`src/rtl/dab5_pkg.sv`:
```
package dab5_pkg;
  // Request for one leg: off, side A on, side B on.
  typedef enum logic [1:0] {
    DRV_OFF = 2'd0,
    DRV_A   = 2'd1,
    DRV_B   = 2'd2
  } drv_e;

  // Leg order used by the top: LV P, LV Q, auxiliary, HV P, HV Q.
  localparam int NUM_LEGS = 5;
  localparam int LEG_LVP  = 0;
  localparam int LEG_LVQ  = 1;
  localparam int LEG_AUX  = 2;
  localparam int LEG_HVP  = 3;
  localparam int LEG_HVQ  = 4;
endpackage

```
`src/rtl/dab5_timer.sv`:
```
module dab5_timer #(
  parameter int CNT_W  = 16,
  parameter int FRAC_W = 8,
  parameter int DT_W   = 6
) (
  input  logic                     clk_i,
  input  logic                     rst_ni,
  input  logic                     en_i,
  input  logic                     rev_i,
  input  logic [CNT_W-1:0]         period_i,
  input  logic [FRAC_W-1:0]        zr_i,
  input  logic [FRAC_W-1:0]        hr_i,
  input  logic [FRAC_W-1:0]        hz_i,
  input  logic signed [FRAC_W+1:0] sh_i,
  input  logic [DT_W-1:0]          dead_i,
  output logic                     run_o,
  output logic [CNT_W-1:0]         cnt_o,
  output logic                     rev_o,
  output logic [CNT_W-1:0]         period_o,
  output logic [FRAC_W-1:0]        zr_o,
  output logic [FRAC_W-1:0]        hr_o,
  output logic [FRAC_W-1:0]        hz_o,
  output logic signed [FRAC_W+1:0] sh_o,
  output logic [DT_W-1:0]          dead_o
);
  logic                     run_q;
  logic [CNT_W-1:0]         cnt_q;
  logic                     rev_q;
  logic [CNT_W-1:0]         per_q;
  logic [FRAC_W-1:0]        zr_q, hr_q, hz_q;
  logic signed [FRAC_W+1:0] sh_q;
  logic [DT_W-1:0]          dead_q;
  logic                     last;
  logic                     load;

  assign last = run_q && (cnt_q >= per_q - CNT_W'(1));
  assign load = !run_q || last;

  always_ff @(posedge clk_i or negedge rst_ni) begin
    if (!rst_ni) begin
      run_q  <= 1'b0;
      cnt_q  <= '0;
      rev_q  <= 1'b0;
      per_q  <= '0;
      zr_q   <= '0;
      hr_q   <= '0;
      hz_q   <= '0;
      sh_q   <= '0;
      dead_q <= '0;
    end else begin
      if (!en_i) begin
        run_q <= 1'b0;
        cnt_q <= '0;
      end else if (!run_q) begin
        run_q <= 1'b1;
        cnt_q <= '0;
      end else if (last) begin
        cnt_q <= '0;
      end else begin
        cnt_q <= cnt_q + CNT_W'(1);
      end
      if (load) begin
        rev_q  <= rev_i;
        per_q  <= period_i;
        zr_q   <= zr_i;
        hr_q   <= hr_i;
        hz_q   <= hz_i;
        sh_q   <= sh_i;
        dead_q <= dead_i;
      end
    end
  end

  assign run_o    = run_q;
  assign cnt_o    = cnt_q;
  assign rev_o    = rev_q;
  assign period_o = per_q;
  assign zr_o     = zr_q;
  assign hr_o     = hr_q;
  assign hz_o     = hz_q;
  assign sh_o     = sh_q;
  assign dead_o   = dead_q;

  // counter stays inside the captured period
  a_r2_cnt_bound: assert property (@(posedge clk_i) disable iff (!rst_ni)
    run_q |-> (cnt_q < per_q));

  // counting restarts at zero when the run begins
  a_r2_restart: assert property (@(posedge clk_i) disable iff (!rst_ni)
    $rose(run_q) |-> (cnt_q == '0));

  // settings only move at a period boundary
  a_r10_hold: assert property (@(posedge clk_i) disable iff (!rst_ni)
    (run_q && $past(run_q) && !$past(last)) |->
      ($stable(zr_q) && $stable(hr_q) && $stable(hz_q) && $stable(sh_q) &&
       $stable(rev_q) && $stable(per_q) && $stable(dead_q)));
endmodule

```
`src/rtl/dab5_lv_pattern.sv`:
```
module dab5_lv_pattern
  import dab5_pkg::*;
#(
  parameter int CNT_W  = 16,
  parameter int FRAC_W = 8
) (
  input  logic              run_i,
  input  logic [CNT_W-1:0]  cnt_i,
  input  logic [CNT_W-1:0]  period_i,
  input  logic [FRAC_W-1:0] zr_i,
  input  logic [FRAC_W-1:0] hr_i,
  input  logic              rev_i,
  output drv_e              lvp_o,
  output drv_e              lvq_o,
  output drv_e              aux_o
);
  localparam int PW = CNT_W + FRAC_W;

  logic [CNT_W-1:0]  half;
  logic [FRAC_W:0]   sum12;
  logic [PW-1:0]     p1;
  logic [PW:0]       p12;
  logic [CNT_W-1:0]  t1, t12, u;
  logic              second, early, in_zero, in_half, neg;

  always_comb begin
    half    = period_i >> 1;
    sum12   = {1'b0, zr_i} + {1'b0, hr_i};
    p1      = {{CNT_W{1'b0}}, zr_i} * {{FRAC_W{1'b0}}, half};
    p12     = {{CNT_W{1'b0}}, sum12} * {{(FRAC_W + 1){1'b0}}, half};
    t1      = CNT_W'(p1 >> FRAC_W);
    t12     = CNT_W'(p12 >> FRAC_W);
    second  = (cnt_i >= half);
    u       = second ? (cnt_i - half) : cnt_i;
    early   = (u < t1);
    in_zero = early || (u >= half - t1);
    in_half = (u < t12) || (u >= half - t12);
    neg     = second ^ rev_i;

    lvp_o = DRV_OFF;
    lvq_o = DRV_OFF;
    aux_o = DRV_OFF;
    if (run_i) begin
      if (in_zero) begin
        // both upper gates at the leading zero of half 0 and trailing zero of half 1
        if (early != second) begin
          lvp_o = DRV_A;
          lvq_o = DRV_A;
        end else begin
          lvp_o = DRV_B;
          lvq_o = DRV_B;
        end
      end else if (in_half) begin
        if (neg) begin
          lvq_o = DRV_A;
          aux_o = DRV_A;
        end else begin
          lvq_o = DRV_B;
          aux_o = DRV_B;
        end
      end else begin
        lvp_o = neg ? DRV_B : DRV_A;
        lvq_o = neg ? DRV_A : DRV_B;
      end
    end
  end
endmodule

```
`src/rtl/dab5_hv_pattern.sv`:
```
module dab5_hv_pattern
  import dab5_pkg::*;
#(
  parameter int CNT_W  = 16,
  parameter int FRAC_W = 8
) (
  input  logic                     run_i,
  input  logic [CNT_W-1:0]         cnt_i,
  input  logic [CNT_W-1:0]         period_i,
  input  logic [FRAC_W-1:0]        hz_i,
  input  logic signed [FRAC_W+1:0] sh_i,
  input  logic                     rev_i,
  output drv_e                     hvp_o,
  output drv_e                     hvq_o
);
  localparam int SW = CNT_W + FRAC_W + 3;
  localparam int PW = CNT_W + FRAC_W;

  logic [CNT_W-1:0]     half;
  logic [PW-1:0]        p4;
  logic signed [SW-1:0] prod, shift_c, half_s, per_s, cnt_s, d4c;
  logic signed [SW-1:0] qa_raw, qa, qb_raw, qb;

  always_comb begin
    half    = period_i >> 1;
    half_s  = $signed({{(SW - CNT_W){1'b0}}, half});
    per_s   = $signed({{(SW - CNT_W){1'b0}}, period_i});
    cnt_s   = $signed({{(SW - CNT_W){1'b0}}, cnt_i});
    prod    = $signed({{(SW - FRAC_W - 2){sh_i[FRAC_W+1]}}, sh_i}) * half_s;
    shift_c = prod >>> FRAC_W;
    p4      = {{CNT_W{1'b0}}, hz_i} * {{FRAC_W{1'b0}}, half};
    d4c     = $signed({{(SW - PW){1'b0}}, (p4 >> FRAC_W)});

    qa_raw = cnt_s - shift_c;
    if (qa_raw < 0)           qa = qa_raw + per_s;
    else if (qa_raw >= per_s) qa = qa_raw - per_s;
    else                      qa = qa_raw;

    qb_raw = rev_i ? (qa - d4c) : (qa + d4c);
    if (qb_raw < 0)           qb = qb_raw + per_s;
    else if (qb_raw >= per_s) qb = qb_raw - per_s;
    else                      qb = qb_raw;

    hvp_o = DRV_OFF;
    hvq_o = DRV_OFF;
    if (run_i) begin
      hvp_o = (qa < half_s) ? DRV_A : DRV_B;
      hvq_o = (qb < half_s) ? DRV_B : DRV_A;
    end
  end
endmodule

```
`src/rtl/dab5_deadband.sv`:
```
module dab5_deadband
  import dab5_pkg::*;
#(
  parameter int DT_W = 6
) (
  input  logic            clk_i,
  input  logic            rst_ni,
  input  logic            en_i,
  input  drv_e            req_i,
  input  logic [DT_W-1:0] dead_i,
  output logic            a_o,
  output logic            b_o
);
  drv_e            st_q;
  logic [DT_W-1:0] age_q;

  always_ff @(posedge clk_i or negedge rst_ni) begin
    if (!rst_ni) begin
      st_q  <= DRV_OFF;
      age_q <= '0;
    end else if (req_i != st_q) begin
      st_q  <= req_i;
      age_q <= '0;
    end else if (age_q != '1) begin
      age_q <= age_q + DT_W'(1);
    end
  end

  assign a_o = en_i && (st_q == DRV_A) && (age_q >= dead_i);
  assign b_o = en_i && (st_q == DRV_B) && (age_q >= dead_i);

  // the two gates of a leg never conduct together
  a_r9_leg_excl: assert property (@(posedge clk_i) disable iff (!rst_ni)
    !(a_o && b_o));

  // with a dead time set, a turn-on never follows the partner directly
  a_r9_gap_a: assert property (@(posedge clk_i) disable iff (!rst_ni)
    ((dead_i != '0) && $rose(a_o)) |-> !$past(b_o));

  a_r9_gap_b: assert property (@(posedge clk_i) disable iff (!rst_ni)
    ((dead_i != '0) && $rose(b_o)) |-> !$past(a_o));
endmodule

```
`src/rtl/dab5_gate_gen.sv`:
```
module dab5_gate_gen
  import dab5_pkg::*;
#(
  parameter int CNT_W  = 16,
  parameter int FRAC_W = 8,
  parameter int DT_W   = 6
) (
  input  logic                     clk_i,
  input  logic                     rst_ni,
  input  logic                     en_i,
  input  logic                     rev_i,
  input  logic [CNT_W-1:0]         period_i,
  input  logic [FRAC_W-1:0]        zero_ratio_i,
  input  logic [FRAC_W-1:0]        half_ratio_i,
  input  logic [FRAC_W-1:0]        hv_zero_ratio_i,
  input  logic signed [FRAC_W+1:0] shift_i,
  input  logic [DT_W-1:0]          dead_i,
  output logic                     lvp_hi_o,
  output logic                     lvp_lo_o,
  output logic                     lvq_hi_o,
  output logic                     lvq_lo_o,
  output logic                     aux_neg_o,
  output logic                     aux_pos_o,
  output logic                     hvp_hi_o,
  output logic                     hvp_lo_o,
  output logic                     hvq_hi_o,
  output logic                     hvq_lo_o
);
  logic                     run;
  logic [CNT_W-1:0]         cnt, per_s;
  logic                     rev_s;
  logic [FRAC_W-1:0]        zr_s, hr_s, hz_s;
  logic signed [FRAC_W+1:0] sh_s;
  logic [DT_W-1:0]          dead_s;
  drv_e                     req [NUM_LEGS];
  logic [NUM_LEGS-1:0]      ga, gb;

  dab5_timer #(.CNT_W(CNT_W), .FRAC_W(FRAC_W), .DT_W(DT_W)) u_timer (
    .clk_i    (clk_i),
    .rst_ni   (rst_ni),
    .en_i     (en_i),
    .rev_i    (rev_i),
    .period_i (period_i),
    .zr_i     (zero_ratio_i),
    .hr_i     (half_ratio_i),
    .hz_i     (hv_zero_ratio_i),
    .sh_i     (shift_i),
    .dead_i   (dead_i),
    .run_o    (run),
    .cnt_o    (cnt),
    .rev_o    (rev_s),
    .period_o (per_s),
    .zr_o     (zr_s),
    .hr_o     (hr_s),
    .hz_o     (hz_s),
    .sh_o     (sh_s),
    .dead_o   (dead_s)
  );

  dab5_lv_pattern #(.CNT_W(CNT_W), .FRAC_W(FRAC_W)) u_lv (
    .run_i    (run),
    .cnt_i    (cnt),
    .period_i (per_s),
    .zr_i     (zr_s),
    .hr_i     (hr_s),
    .rev_i    (rev_s),
    .lvp_o    (req[LEG_LVP]),
    .lvq_o    (req[LEG_LVQ]),
    .aux_o    (req[LEG_AUX])
  );

  dab5_hv_pattern #(.CNT_W(CNT_W), .FRAC_W(FRAC_W)) u_hv (
    .run_i    (run),
    .cnt_i    (cnt),
    .period_i (per_s),
    .hz_i     (hz_s),
    .sh_i     (sh_s),
    .rev_i    (rev_s),
    .hvp_o    (req[LEG_HVP]),
    .hvq_o    (req[LEG_HVQ])
  );

  for (genvar i = 0; i < NUM_LEGS; i++) begin : g_leg
    dab5_deadband #(.DT_W(DT_W)) u_db (
      .clk_i  (clk_i),
      .rst_ni (rst_ni),
      .en_i   (en_i),
      .req_i  (req[i]),
      .dead_i (dead_s),
      .a_o    (ga[i]),
      .b_o    (gb[i])
    );
  end

  assign lvp_hi_o  = ga[LEG_LVP];
  assign lvp_lo_o  = gb[LEG_LVP];
  assign lvq_hi_o  = ga[LEG_LVQ];
  assign lvq_lo_o  = gb[LEG_LVQ];
  assign aux_neg_o = ga[LEG_AUX];
  assign aux_pos_o = gb[LEG_AUX];
  assign hvp_hi_o  = ga[LEG_HVP];
  assign hvp_lo_o  = gb[LEG_HVP];
  assign hvq_hi_o  = ga[LEG_HVQ];
  assign hvq_lo_o  = gb[LEG_HVQ];

  // the two auxiliary gates are mutually exclusive
  a_r5_aux_excl: assert property (@(posedge clk_i) disable iff (!rst_ni)
    $onehot0({aux_neg_o, aux_pos_o}));

  // leg P of the low-voltage bridge is off while the auxiliary path conducts
  a_r5_aux_legp: assert property (@(posedge clk_i) disable iff (!rst_ni)
    (aux_neg_o || aux_pos_o) |-> !(lvp_hi_o || lvp_lo_o));
endmodule

```
`config.mk`:
```
export PLATFORM = sky130hd
export DESIGN_NAME = dab5_gate_gen
export DESIGN_NICKNAME = d
export VERILOG_FILES = /design/src/rtl/dab5_pkg.sv /design/src/rtl/dab5_timer.sv /design/src/rtl/dab5_lv_pattern.sv /design/src/rtl/dab5_hv_pattern.sv /design/src/rtl/dab5_deadband.sv /design/src/rtl/dab5_gate_gen.sv
export SDC_FILE = /design/constraint.sdc
export NUM_CORES = 2
export LEC_CHECK = 0
export BUFFER_PORTS_ARGS = -buffer_cell sky130_fd_sc_hd__clkbuf_2
export CAP_MARGIN = 20
export CORE_ASPECT_RATIO = 0.7
export CORE_MARGIN = 2
export CORE_UTILIZATION = 38
export CTS_CLUSTER_DIAMETER = 80
export CTS_CLUSTER_SIZE = 12
export DETAILED_ROUTE_END_ITERATION = 8
export GPL_ROUTABILITY_DRIVEN = 0
export GPL_TIMING_DRIVEN = 1
export PLACE_DENSITY_LB_ADDON = 0.2
export REMOVE_ABC_BUFFERS = 1
export SLEW_MARGIN = 20
export SYNTH_ARGS = -nofsm -noshare
export SYNTH_HDL_FRONTEND = slang
export SYNTH_HIERARCHICAL = 1
export SYNTH_SLANG_ARGS = --single-unit
```
`constraint.sdc`:
```
create_clock -name clk_i -period 18.6 [get_ports clk_i]
set_input_delay 0 -clock clk_i [delete_from_list [all_inputs] [get_ports clk_i]]
set_output_delay 0 -clock clk_i [all_outputs]
set_load 0.02 [all_outputs]
```
==> qor.yml <==
timing:
  fmax_ghz: 0.0574
  layout_setup_ws_ns: 1.17
  period_share_pct: 93.7
  min_period_ns: 17.43
  fin_tns_setup_ns: 0
  hold_violations: 0
  max_slew_margin_pct: 25.2
  clock-skew-final_ns: 0.0177
  tightest_slew_ns: 1.11
  setup_viol: 0
  timing_max_transition_violations_final: 0
  hold_ws_ns: 0.0804
floorplan:
  io_pins: 70
  start_util_pct: 38.5
  dieArea_sq_um: 92300
  die_x_microns: 362
  core_sq_um: 88600
  die_h_microns: 255
  std_cell_rows: 91
final_layout:
  layout-drive-gt1-share_pct: 9.35
  nets: 5107
  area_growth_pct: 9.72
  finalInstanceArea_sq_um: 37500
synthesis:
  syn_area_sq_um: 34100
  syn-instance-count: 4128
  async_flop_share_pct: 100
  synthDistinctLibCells: 116
  synth-seq-cells: 114
  avgSynthCellArea_sq_um: 8.27
  yosys_warnings: 6
  ys.flop_type: "dfrtp_1"
  ys_seq_area_share_pct: 8.36
  synth_edf_count: 0
clock_tree:
  insertion_delay_ns: 0.48
  htree_num_levels: 4
  cts-root-buf: "clkbuf_16"
  clock-sinks: 114
  cts_max_path_buffers: 2
  cts_inserted_buffers: 17
  tritoncts: "done"
  clk_pin_slew_ns: 0.07
global_routing:
  grt_max_degree: 59
  grt_pass1_vias: 28997
  antenna_found_initial: 8
  grt_pass1_wl_microns: 172000
  grt_use_total_pct: 24.0
  grt_overflow: 0
drt:
  firstDrtPassIters: 7
  ant_nets: 0
  vias_per_cell: 5.53
  drt_iter0_markers: 2854
  vias: 29799
  wire_per_inst_microns: 20.2
  wl_microns: 109000
  drc_errors: 0
worst_hold_path:
  hold_path_class: "in2async"
worst_setup_path:
  critPathMaxStageDelay_ns: 0.57
  crit_type: "reg2reg"
  crit_required_ns: 19.02
  arrival_ns: 17.86
  r2r_slack_ns: 1.17
  critPathLaunchType: "flip-flop"
  crit_buf_inv: 9
  cp-end-kind: "flip-flop"
  reg2reg_depth: 79
  crit_family: "compound AO/OA/AOI/OAI gates"
  r2r-start: "u_timer/period_o[6]"
  path_max_fanout: 9
  cp_slowest_cell: "or4_4"
  worstReg2RegEnd: "g_leg[4].u_db/age_q[5]"
run_status:
  status: "completed"
place:
  place_ws_ns: 0.398
  dp_hpwl_microns: 86800
  port_buffers: 69
  placed_area_sq_um: 36000
flow_run:
  max_cap_violations: 0
-- layout make-up --
| type | count | area (sq um) |
|---|---|---|
| well taps | 1162 | 1450 |
| repair buffers | 213 | 1590 |
| clock buffers | 17 | 425 |
| flip-flops and latches | 114 | 2880 |
| clock inverters | 15 | 190 |
| inverters | 558 | 2100 |
| multi-input cells | 3307 | 28800 |
| fillers | 8982 | 51100 |
| diodes | 3 | 7.51 |
-- through the flow --
stage          std cells  utilization, %
4_1_cts             5377            42.0
3_3_place_gp        5286            40.6
2_1_floorplan       3979               -
6_report            5389            42.3
5_1_grt             5386            42.3
3_5_place_dp        5286            40.6
-- cell families (layout without fill, tap and decap cells) --
| family | after synthesis | in the layout | synth area share [%] |
|---|---|---|---|
| AND/OR/NAND/NOR | 1333 | 1333 | 19.9 |
| AO/OA/AOI/OAI | 852 | 852 | 17.3 |
| flip-flops | 114 | 114 | 8.36 |
| XOR/XNOR | 205 | 205 | 5.43 |
| other | 0 | 3 | 0 |
| adder cells (fa/ha/maj) | 841 | 841 | 38.7 |
| buffers and inverters | 707 | 803 | 7.88 |
| multiplexers | 76 | 76 | 2.45 |
-- synthesized netlist by cell type (all sizes together), types with 69 or more instances --
cell type | count | area [sq um]
ha | 479 | 5990
o21ai | 131 | 671
and2 | 243 | 1520
nor3 | 70 | 362
dfrtp | 114 | 2850
xnor2 | 136 | 1240
nand2 | 446 | 1680
a21o | 89 | 668
inv | 558 | 2090
fa | 357 | 7150
nand3 | 69 | 413
clkbuf | 133 | 500
a21oi | 219 | 1100
nor2 | 206 | 773
-- cell usage in the layout, fill, tap and decap left out, drive strengths merged, types with 15 or more instances in the layout --
| cell type | netlist | routed |
|---|---|---|
| a211oi | 24 | 24 |
| a21boi | 16 | 16 |
| a21o | 89 | 89 |
| a21oi | 219 | 219 |
| a31oi | 39 | 39 |
| and2 | 243 | 243 |
| and3 | 41 | 41 |
| buf | 16 | 86 |
| clkbuf | 133 | 85 |
| dfrtp | 114 | 114 |
| dlygate4sd3 | 0 | 59 |
| fa | 357 | 357 |
| ha | 479 | 479 |
| inv | 558 | 566 |
| mux2 | 61 | 61 |
| mux2i | 15 | 15 |
| nand2 | 446 | 446 |
| nand2b | 57 | 57 |
| nand3 | 69 | 69 |
| nand4 | 34 | 34 |
| nor2 | 206 | 206 |
| nor2b | 51 | 51 |
| nor3 | 70 | 70 |
| nor4 | 25 | 25 |
| o211ai | 32 | 32 |
| o21a | 38 | 38 |
| o21ai | 131 | 131 |
| o21bai | 41 | 41 |
| o22ai | 17 | 17 |
| o31ai | 19 | 19 |
| or2 | 23 | 23 |
| or3 | 25 | 25 |
| xnor2 | 136 | 136 |
| xor2 | 68 | 68 |
-- worst max path at each step --
stage                                    from                      to  slack (ns)  cells after the start
after detailed placement  u_timer/period_o[3]  g_leg[4].u_db/age_q[5]        0.40                     79
after global routing      u_timer/period_o[6]  g_leg[4].u_db/age_q[5]       -0.06                     82
after floorplan           u_timer/period_o[6]  g_leg[4].u_db/age_q[5]       -0.17                     74
final                     u_timer/period_o[6]  g_leg[4].u_db/age_q[5]        1.17                     79
after global placement    u_timer/period_o[6]  g_leg[4].u_db/age_q[5]        0.73                     80
after CTS                 u_timer/period_o[4]  g_leg[4].u_db/age_q[5]        0.33                     78
-- metal layers --
metal  GRT usage (%)  wire [microns]  vias to the layer above
met5               0              41                        -
met4            3.57            1130                        6
met3            6.88           10700                       68
met2            32.1           40700                     1041
met1            37.7           56100                    14480
li1                -               -                    14204
-- registers in the layout (all words and copies together), names as in the netlist --
name and cells:
g_leg.u_db/age_q 30, u_timer/cnt_o 16, u_timer/period_o 16, g_leg.u_db/st_q 10
u_timer/sh_o 10, u_timer/hr_o 8, u_timer/hz_o 8, u_timer/zr_o 8
u_timer/dead_o 6, u_timer/rev_o 1, u_timer/run_o 1
-- what timing repair did --
action                     CTS  global route
resized for setup            0            43
setup buffers                0             9
hold buffers                59             0
hold endpoints to repair   115             0
setup endpoints to repair    0             8
Power is left out: the tool's default activity adds up to more than one toggle a clock period on the data nets, which glitch-free logic cannot reach.
